<file path="src/rtl/npc_pkg.sv">
package npc_pkg;
  localparam int unsigned ADDR_W  = 32;
  localparam int unsigned OFF_W   = 16;
  localparam int unsigned IDX_W   = 26;
  localparam int unsigned STEP_B  = 4;
  localparam logic [ADDR_W-1:0] RESET_PC = '0;
endpackage

</file>
<file path="src/rtl/npc_target.sv">
module npc_target
  import npc_pkg::*;
#(
  parameter int unsigned AW = ADDR_W,
  parameter int unsigned OW = OFF_W,
  parameter int unsigned IW = IDX_W
) (
  input  logic [AW-1:0] pc_i,
  input  logic [OW-1:0] off_i,
  input  logic [IW-1:0] idx_i,
  input  logic          jump_sel_i,
  output logic [AW-1:0] slot_o,
  output logic [AW-1:0] tgt_o
);
  localparam int unsigned EXT_W = AW - OW - 2;
  localparam int unsigned HI_W  = AW - IW - 2;

  logic [AW-1:0] off_scaled;
  logic [AW-1:0] br_tgt;
  logic [AW-1:0] jmp_tgt;

  assign slot_o     = pc_i + AW'(STEP_B);
  assign off_scaled = {{EXT_W{off_i[OW-1]}}, off_i, 2'b00};
  assign br_tgt     = slot_o + off_scaled;
  // upper bits follow the slot address, same base as branches
  assign jmp_tgt    = {slot_o[AW-1 -: HI_W], idx_i, 2'b00};
  assign tgt_o      = jump_sel_i ? jmp_tgt : br_tgt;
endmodule

</file>
<file path="src/rtl/npc_redirect.sv">
module npc_redirect
  import npc_pkg::*;
#(
  parameter int unsigned AW = ADDR_W
) (
  input  logic          clk_i,
  input  logic          rst_ni,
  input  logic          take_i,
  input  logic [AW-1:0] tgt_i,
  output logic          pend_vld_o,
  output logic [AW-1:0] pend_tgt_o
);
  logic arm;

  // a transfer sitting in the slot is dropped
  assign arm = take_i && !pend_vld_o;

  always_ff @(posedge clk_i or negedge rst_ni) begin
    if (!rst_ni) begin
      pend_vld_o <= 1'b0;
      pend_tgt_o <= '0;
    end else begin
      pend_vld_o <= arm;
      if (arm) pend_tgt_o <= tgt_i;
    end
  end


  redirect_arms_chk: assert property (@(posedge clk_i) disable iff (!rst_ni)
    (take_i && !pend_vld_o) |=> pend_vld_o);


  no_back_to_back_chk: assert property (@(posedge clk_i) disable iff (!rst_ni)
    pend_vld_o |=> (!pend_vld_o && $stable(pend_tgt_o)));
endmodule

</file>
<file path="src/rtl/npc_unit.sv">
module npc_unit
  import npc_pkg::*;
#(
  parameter int unsigned AW = ADDR_W,
  parameter int unsigned OW = OFF_W,
  parameter int unsigned IW = IDX_W
) (
  input  logic          clk_i,
  input  logic          rst_ni,
  input  logic          br_eq_i,
  input  logic          jump_i,
  input  logic [OW-1:0] br_off_i,
  input  logic [IW-1:0] jmp_idx_i,
  input  logic          cmp_zero_i,
  output logic [AW-1:0] pc_o,
  output logic [AW-1:0] pc_plus4_o
);
  logic          take;
  logic [AW-1:0] tgt;
  logic          pend_vld;
  logic [AW-1:0] pend_tgt;
  logic [AW-1:0] pc_next;

  assign take = jump_i || (br_eq_i && cmp_zero_i);

  npc_target #(.AW(AW), .OW(OW), .IW(IW)) u_tgt (
    .pc_i       (pc_o),
    .off_i      (br_off_i),
    .idx_i      (jmp_idx_i),
    .jump_sel_i (jump_i),
    .slot_o     (pc_plus4_o),
    .tgt_o      (tgt)
  );

  npc_redirect #(.AW(AW)) u_rdr (
    .clk_i      (clk_i),
    .rst_ni     (rst_ni),
    .take_i     (take),
    .tgt_i      (tgt),
    .pend_vld_o (pend_vld),
    .pend_tgt_o (pend_tgt)
  );

  assign pc_next = pend_vld ? pend_tgt : pc_plus4_o;

  always_ff @(posedge clk_i or negedge rst_ni) begin
    if (!rst_ni) pc_o <= RESET_PC;
    else         pc_o <= pc_next;
  end


  seq_step_chk: assert property (@(posedge clk_i) disable iff (!rst_ni)
    !pend_vld |=> (pc_o == $past(pc_o) + AW'(STEP_B)));


  always_comb begin
    if (rst_ni) align_chk: assert (pc_o[1:0] == 2'b00);
  end
endmodule

</file>
<file path="config.mk">
export PLATFORM = sky130hd
export DESIGN_NAME = npc_unit
export DESIGN_NICKNAME = d
export VERILOG_FILES = /design/src/rtl/npc_pkg.sv /design/src/rtl/npc_target.sv /design/src/rtl/npc_redirect.sv /design/src/rtl/npc_unit.sv
export SDC_FILE = /design/constraint.sdc
export NUM_CORES = 1
export LEC_CHECK = 0
export ABC_AREA = 0
export BUFFER_PORTS_ARGS = -buffer_cell sky130_fd_sc_hd__buf_2
export CAP_MARGIN = 40
export CELL_PAD_IN_SITES_DETAIL_PLACEMENT = 1
export CELL_PAD_IN_SITES_GLOBAL_PLACEMENT = 2
export CORE_MARGIN = 1.5
export CORE_UTILIZATION = 35
export CTS_CLUSTER_SIZE = 40
export DETAILED_ROUTE_END_ITERATION = 7
export PLACE_DENSITY = 0.88
export SKIP_LAST_GASP = 1
export SYNTH_ARGS = -nofsm -noshare
export SYNTH_HDL_FRONTEND = slang
export SYNTH_SLANG_ARGS = --single-unit
export TNS_END_PERCENT = 1
</file>
<file path="constraint.sdc">
create_clock -name clk_i -period 6.4 [get_ports clk_i]
set_clock_uncertainty 0.2 [all_clocks]
set_input_delay 0.64 -clock clk_i [delete_from_list [all_inputs] [get_ports clk_i]]
set_output_delay 0.64 -clock clk_i [all_outputs]
set_load 0.03 [all_outputs]
</file>
==> flow_metrics.env, run 1 <==
export IMPL_gr_total_overflow=0
export IMPL_ys_top_cells_by_area="dfrtp_1 34%, ha_1 9.5%, mux2_2 6.9%"
export IMPL_synthArstFlopShare=1.000
export IMPL_path_clk_slew_ns=0.06
export IMPL_syn_cell_area_um2=4760
export IMPL_cts_sinks=65
export IMPL_antenna_found_initial=0
export IMPL_hp_class="in2async"
export IMPL_syn_to_final_growth_pct=22.98
export IMPL_endpoint_kind="flip-flop"
export IMPL_outcome="completed"
export IMPL_relSlewSlack=0.6123
export IMPL_setup_ws_ns=2.096
export IMPL_synth_edf_count=0
export IMPL_ys_seq_area_frac=0.3417
export IMPL_nets=710
export IMPL_drc=0
export IMPL_num_antenna_cells=0
export IMPL_design_die_area_um2=14310
export IMPL_yosysWarnings=0
export IMPL_die_w_um=119.6
export IMPL_setup_viol=0
export IMPL_synth_top_area_share=0.3417
export IMPL_rows=42
export IMPL_post_route_min_period_ns=4.304
export IMPL_design_core_area_um2=13240
export IMPL_cts_max_level=3
export IMPL_cts_resized=0
export IMPL_drv_cap=0
export IMPL_fmax_ghz=0.2323
export IMPL_crit_type="reg2reg"
export IMPL_syn_nets=604
export IMPL_drtIter0Drc=127
export IMPL_track_usage=0.2102
export IMPL_wirelength_mm=14.37
export IMPL_synth_cells=520
export IMPL_start_util=0.3594
export IMPL_grt_pass1_wl_mm=23.81
export IMPL_syn_area_per_cell_um2=9.153
export IMPL_gp_congestion=0.8310
export IMPL_vias_per_cell=5.341
export IMPL_cellLeakagePower_nw=2.785
export IMPL_antenna_left=0
export IMPL_grt_max_degree=66
export IMPL_worstPathArrival_ns=4.38
export IMPL_cts_tree="built"
export IMPL_first_pass_iters=4
export IMPL_ctsHoldBuffers=0
export IMPL_drv_slew=0
export IMPL_clock_latency_ns=0.34
export IMPL_cts_buffers=9
export IMPL_hold_viol_final=0
export IMPL_clock_path_buffers=2
export IMPL_peakVddDrop_uv=242.2
export IMPL_io_buffers=110
export IMPL_pin_count=111
export IMPL_drive_gt1_frac=0.2805
export IMPL_period_share=0.6726
export IMPL_worst_pin_slew_ns=0.5816
export IMPL_grt_pass1_vias=4662
export IMPL_synthFlopType="dfrtp_1"
export IMPL_cts_setup_buffers=0
export IMPL_post_synth_top_count_cell="dfrtp_1"
export IMPL_fp_dieH_um=119.6
export IMPL_required_ns=6.48
export IMPL_cp_max_fo=6
export IMPL_synth_cell_types=56
export IMPL_fin_tns_setup_ns=0
export IMPL_num_vias=4310
export IMPL_startpoint_type="flip-flop"
export IMPL_synth_seq_cells=65
export IMPL_powerDensity_nw_per_um2=541.3
export IMPL_yosysTopAreaCell="dfrtp_1"
export IMPL_dp_hpwl_mm=10.92
export IMPL_rsz0062_at_grt="no"
export IMPL_root_buffer="clkbuf_16"
export IMPL_place_ws_ns=2.111
export IMPL_synth_common_cells="65 x dfrtp_1, 57 x nand2_1, 49 x a21oi_1"
export IMPL_routedWlPerCell_um=17.80
==> cells in the final DEF (no fill, tap or decap), types with 15 or more instances in the layout <==
cell and instances:
a21o_1 15, a21oi_1 49, buf_2 110, dfrtp_1 65, ha_1 36, mux2_2 29
nand2_1 57, nand3_1 16, nor2_1 32, o21ai_0 40, xnor2_1 25, xor2_1 22
==> sequential cells by signal (all words and copies together) (netlist names) <==
name / cells
u_rdr.pend_vld_o: 1
pc_o: 32
u_rdr.pend_tgt_o: 32
==> layout make-up <==
class / count / area (um2)
Clock buffer: 12 / 266.5
Tap cell: 176 / 220.2
Timing Repair Buffer: 115 / 648.1
Fill cell: 1611 / 7390
Inverter: 7 / 26.28
Multi-Input combinational cell: 428 / 3015
Sequential cell: 65 / 1627
Clock inverter: 4 / 50.05
==> worst paths after layout <==
check | start | to | slack, ns | depth (start not counted)
worst max-delay path | pc_o[2] | u_rdr.pend_tgt_o[29] | 2.10 | 16
max in group asynchronous | rst_ni | u_rdr.pend_tgt_o[15] | 5.52 | 3
min in group clk_i | u_rdr.pend_tgt_o[4] | u_rdr.pend_tgt_o[4] | 0.28 | 2
worst max register to register | pc_o[2] | u_rdr.pend_tgt_o[29] | 2.10 | 16
worst min register to register | u_rdr.pend_tgt_o[4] | u_rdr.pend_tgt_o[4] | 0.28 | 2
worst min-delay path | rst_ni | u_rdr.pend_tgt_o[17] | 0.17 | 3
==> worst max-delay path, stage by stage, from the launching register on <==
cell	delay [ns]
dfrtp_1	0.42
ha_1	0.25
nand2_1	0.10
nor2_1	0.14
nand4_1	0.36
or2_1	0.46
xnor2_1	0.30
ha_1	0.36
a21o_1	0.20
a21o_1	0.17
a21oi_1	0.20
or2_2	0.16
nor2b_1	0.15
a21boi_0	0.14
o21ai_0	0.29
mux2i_1	0.22
o21a_1	0.12
==> logic make-up (layout without fill, tap and decap cells) <==
family | count (synthesis) | in the layout | share of synthesized area
buffers and inverters | 27 | 138 | 0.02471
multiplexers | 38 | 38 | 0.08754
AND/OR/NAND/NOR | 158 | 158 | 0.1677
adder cells (fa/ha/maj) | 37 | 37 | 0.09884
XOR/XNOR | 48 | 48 | 0.08991
AO/OA/AOI/OAI | 147 | 147 | 0.1895
flip-flops | 65 | 65 | 0.3417
==> per-stage QoR <==
step | util | power (mW) | instances | instance area [um2] | hold WS (ns)
2_1_floorplan | - | 2.110 | 520 | 4760 | 0.1444
3_3_place_gp | 0.4118 | 2.573 | 788 | 5454 | 0.2561
3_5_place_dp | 0.4181 | 2.638 | 791 | 5537 | 0.2672
4_1_cts | 0.4420 | 3.182 | 807 | 5853 | 0.1994
5_1_grt | 0.4420 | 3.390 | 807 | 5853 | 0.2177
6_report | 0.4420 | 3.169 | 807 | 5853 | 0.1743
==> where the power goes <==
group | internal [mW] | leakage, nW | switching (mW) | total (mW)
combinational | 0.698 | 1.83 | 1.20 | 1.90
sequential | 0.580 | 0.799 | 0.170 | 0.750
clock | 0.333 | 0.151 | 0.190 | 0.522
==> per-layer routing <==
layer | vias to the layer above | track usage | part of all wire | wire length (um)
li1 | 2095 | - | - | -
met4 | 0 | 0.07664 | 0.018 | 256
met2 | 86 | 0.3693 | 0.50 | 7179
met3 | 19 | 0.02947 | 0.037 | 527
met5 | - | 0 | 0 | 0
met1 | 2110 | 0.2626 | 0.45 | 6401
Power figures use the tool's default switching activity.
==> run 2, diff against run 1 <==
--- a/config.mk
+++ b/config.mk
@@ -11,10 +11,10 @@
 export CELL_PAD_IN_SITES_DETAIL_PLACEMENT = 1
 export CELL_PAD_IN_SITES_GLOBAL_PLACEMENT = 2
 export CORE_MARGIN = 1.5
-export CORE_UTILIZATION = 35
+export CORE_UTILIZATION = 33
 export CTS_CLUSTER_SIZE = 40
 export DETAILED_ROUTE_END_ITERATION = 7
-export PLACE_DENSITY = 0.88
+export PLACE_DENSITY = 0.84
 export SKIP_LAST_GASP = 1
 export SYNTH_ARGS = -nofsm -noshare
 export SYNTH_HDL_FRONTEND = slang
==> constraint.sdc (replaced) <==
create_clock -name clk_i -period 4.2 [get_ports clk_i]
set_clock_uncertainty 0.2 [all_clocks]
set_input_delay 0.42 -clock clk_i [delete_from_list [all_inputs] [get_ports clk_i]]
set_output_delay 0.42 -clock clk_i [all_outputs]
set_load 0.03 [all_outputs]
==> run 2 against run 1 <==
Fmax increased by 9.5%. Final area about the same. Power increased by 52%. Highest routed layer unchanged.
==> flow_metrics.env, run 2 (synthesis gave the netlist of run 1 again) <==
export IMPL_outcome="completed"
export IMPL_dp_hpwl_mm=11.12
export IMPL_setup_viol=0
export IMPL_post_route_min_period_ns=3.933
export IMPL_fmax_ghz=0.2543
export IMPL_drv_slew=0
export IMPL_die_w_um=123.1
export IMPL_routedWlPerCell_um=18.01
export IMPL_vias_per_cell=5.282
export IMPL_cp_top_family="compound AO/OA/AOI/OAI gates"
export IMPL_startpoint_type="flip-flop"
export IMPL_fp_dieH_um=123.1
export IMPL_worstPathCellList="nand3_1 > nor2_1 > and4_1 > nand4_1 > xnor2_1 > ha_1 > a21oi_1 > nor2b_1 > o21ai_0 > nand2b_1 > a221o_1 > a41oi_1 > o21ai_1 > mux2i_1 > nand3_1"
export IMPL_final_cells=819
export IMPL_powerDensity_nw_per_um2=825.3
export IMPL_whs_ns=0.1697
export IMPL_crit_type="reg2reg"
export IMPL_peakVddDrop_uv=333.0
export IMPL_antenna_left=0
export IMPL_fin_total_pwr_mw=4.829
export IMPL_cts_sinks=65
export IMPL_place_inst=801
export IMPL_rsz0062_at_grt="no"
export IMPL_num_vias=4326
export IMPL_final_cell_mix="110 x buf_2, 65 x dfrtp_1, 57 x nand2_1, 49 x a21oi_1, 40 x o21ai_0"
export IMPL_pin_count=111
export IMPL_cp_depth=15
export IMPL_gp_congestion=0.8590
export IMPL_grt_pass1_wl_mm=23.76
export IMPL_fin_tns_setup_ns=0
export IMPL_hp_class="in2reg"
export IMPL_clock_latency_ns=0.35
export IMPL_required_ns=4.22
export IMPL_max_stage_delay_ns=0.43
export IMPL_nets=718
export IMPL_rows=43
export IMPL_worstHoldPathCells=3
export IMPL_drtIter0Drc=201
export IMPL_reg2regPathDepth=15
export IMPL_design_die_area_um2=15150
export IMPL_first_pass_iters=5
export IMPL_crit_buf_inv=0
export IMPL_hold_viol_final=0
export IMPL_drv_cap=0
export IMPL_syn_to_final_growth_pct=22.92
export IMPL_cp_max_fo=7
export IMPL_cts_tree="built"
export IMPL_track_usage=0.2028
export IMPL_cts_max_level=3
export IMPL_cts_buffers=9
export IMPL_endpoint_kind="flip-flop"
export IMPL_final_common_cell="buf_2"
export IMPL_slowest_stage="dfrtp_1"
export IMPL_post_route_util=0.4182
export IMPL_cpMostUsedCell="nand3_1"
export IMPL_relSlewSlack=0.5505
export IMPL_design_core_area_um2=13990
export IMPL_root_buffer="clkbuf_16"
export IMPL_path_clk_slew_ns=0.06
export IMPL_num_antenna_cells=0
export IMPL_cellLeakagePower_nw=2.795
export IMPL_drc=0
export IMPL_start_util=0.3403
export IMPL_gr_total_overflow=0
export IMPL_grt_max_degree=56
export IMPL_biggestRegsByFlops="pc_o (32), u_rdr.pend_tgt_o (32), u_rdr.pend_vld_o (1)"
export IMPL_period_share=0.9363
export IMPL_grt_pass1_vias=4519
export IMPL_worstPathArrival_ns=3.96
export IMPL_worst_pin_slew_ns=0.6742
export IMPL_wirelength_mm=14.75
export IMPL_io_buffers=110
export IMPL_drive_gt1_frac=0.2911
export IMPL_antenna_found_initial=0
export IMPL_clock_path_buffers=2
## run 2: cell count changes in the layout (fill, tap and decap cells not counted), sizes merged
cell and change:
clkbuf -3, clkinv +2, clkinvlp +1, dlygate4sd3 +1
buf +7
## run 2: metrics by stage
stage / setup slack (ns) / area (um2)
detailed placement: 0.09840 / 5534
floorplan: 0.07171 / 4767
global route: 0.003801 / 5851
finish: 0.2675 / 5851
global placement: 0.2995 / 5534
CTS: 0.06673 / 5841
## run 2: repair_timing
item | in CTS | in global routing
hold buffers | 1 | 0
setup buffers | 0 | 1
endpoints found under the hold margin | 28 | 0
setup endpoints to repair | 0 | 11
gates resized for setup | 0 | 1
## run 2: final cells by class
type / instances / area (um2)
flip-flops and latches: 65 / 1627
multi-input cells: 428 / 3025
clock inverters: 7 / 71.32
inverters: 7 / 26.28
well taps: 180 / 225.2
fillers: 1685 / 8138
clock buffers: 9 / 225.2
repair buffers: 123 / 650.6
## run 2: final timing paths
path                                      start              endpoint  slack [ns]
max                                     pc_o[4]  u_rdr.pend_tgt_o[28]        0.27
max in group asynchronous                rst_ni  u_rdr.pend_tgt_o[10]        2.38
min in group asynchronous                rst_ni              pc_o[21]        0.46
min                               jmp_idx_i[10]  u_rdr.pend_tgt_o[12]        0.17
min reg2reg                u_rdr.pend_tgt_o[21]  u_rdr.pend_tgt_o[21]        0.28
max reg2reg                             pc_o[4]  u_rdr.pend_tgt_o[28]        0.27
## run 2: worst reg2reg max path, cell delays in order (launching register included)
cell      delay [ns]
dfrtp_1         0.43
nand3_1         0.20
nor2_1          0.16
and4_1          0.36
nand4_1         0.16
xnor2_1         0.31
ha_1            0.38
a21oi_1         0.18
nor2b_1         0.06
o21ai_0         0.15
nand2b_1        0.09
a221o_1         0.40
a41oi_1         0.31
o21ai_1         0.15
mux2i_1         0.17
nand3_1         0.08
## run 2: routing by layer
layer	track usage	vias to the layer above	wire length, um
met5	0	-	0
met4	0.07471	0	266
met3	0.02675	17	480
met2	0.3420	81	7294
met1	0.2657	2124	6705
li1	-	2104	-
## run 2: power breakdown
group / total, mW / internal, mW / switching [mW]
Combinational: 2.92 / 1.09 / 1.83
Sequential: 1.15 / 0.884 / 0.263
Clock: 0.759 / 0.458 / 0.301
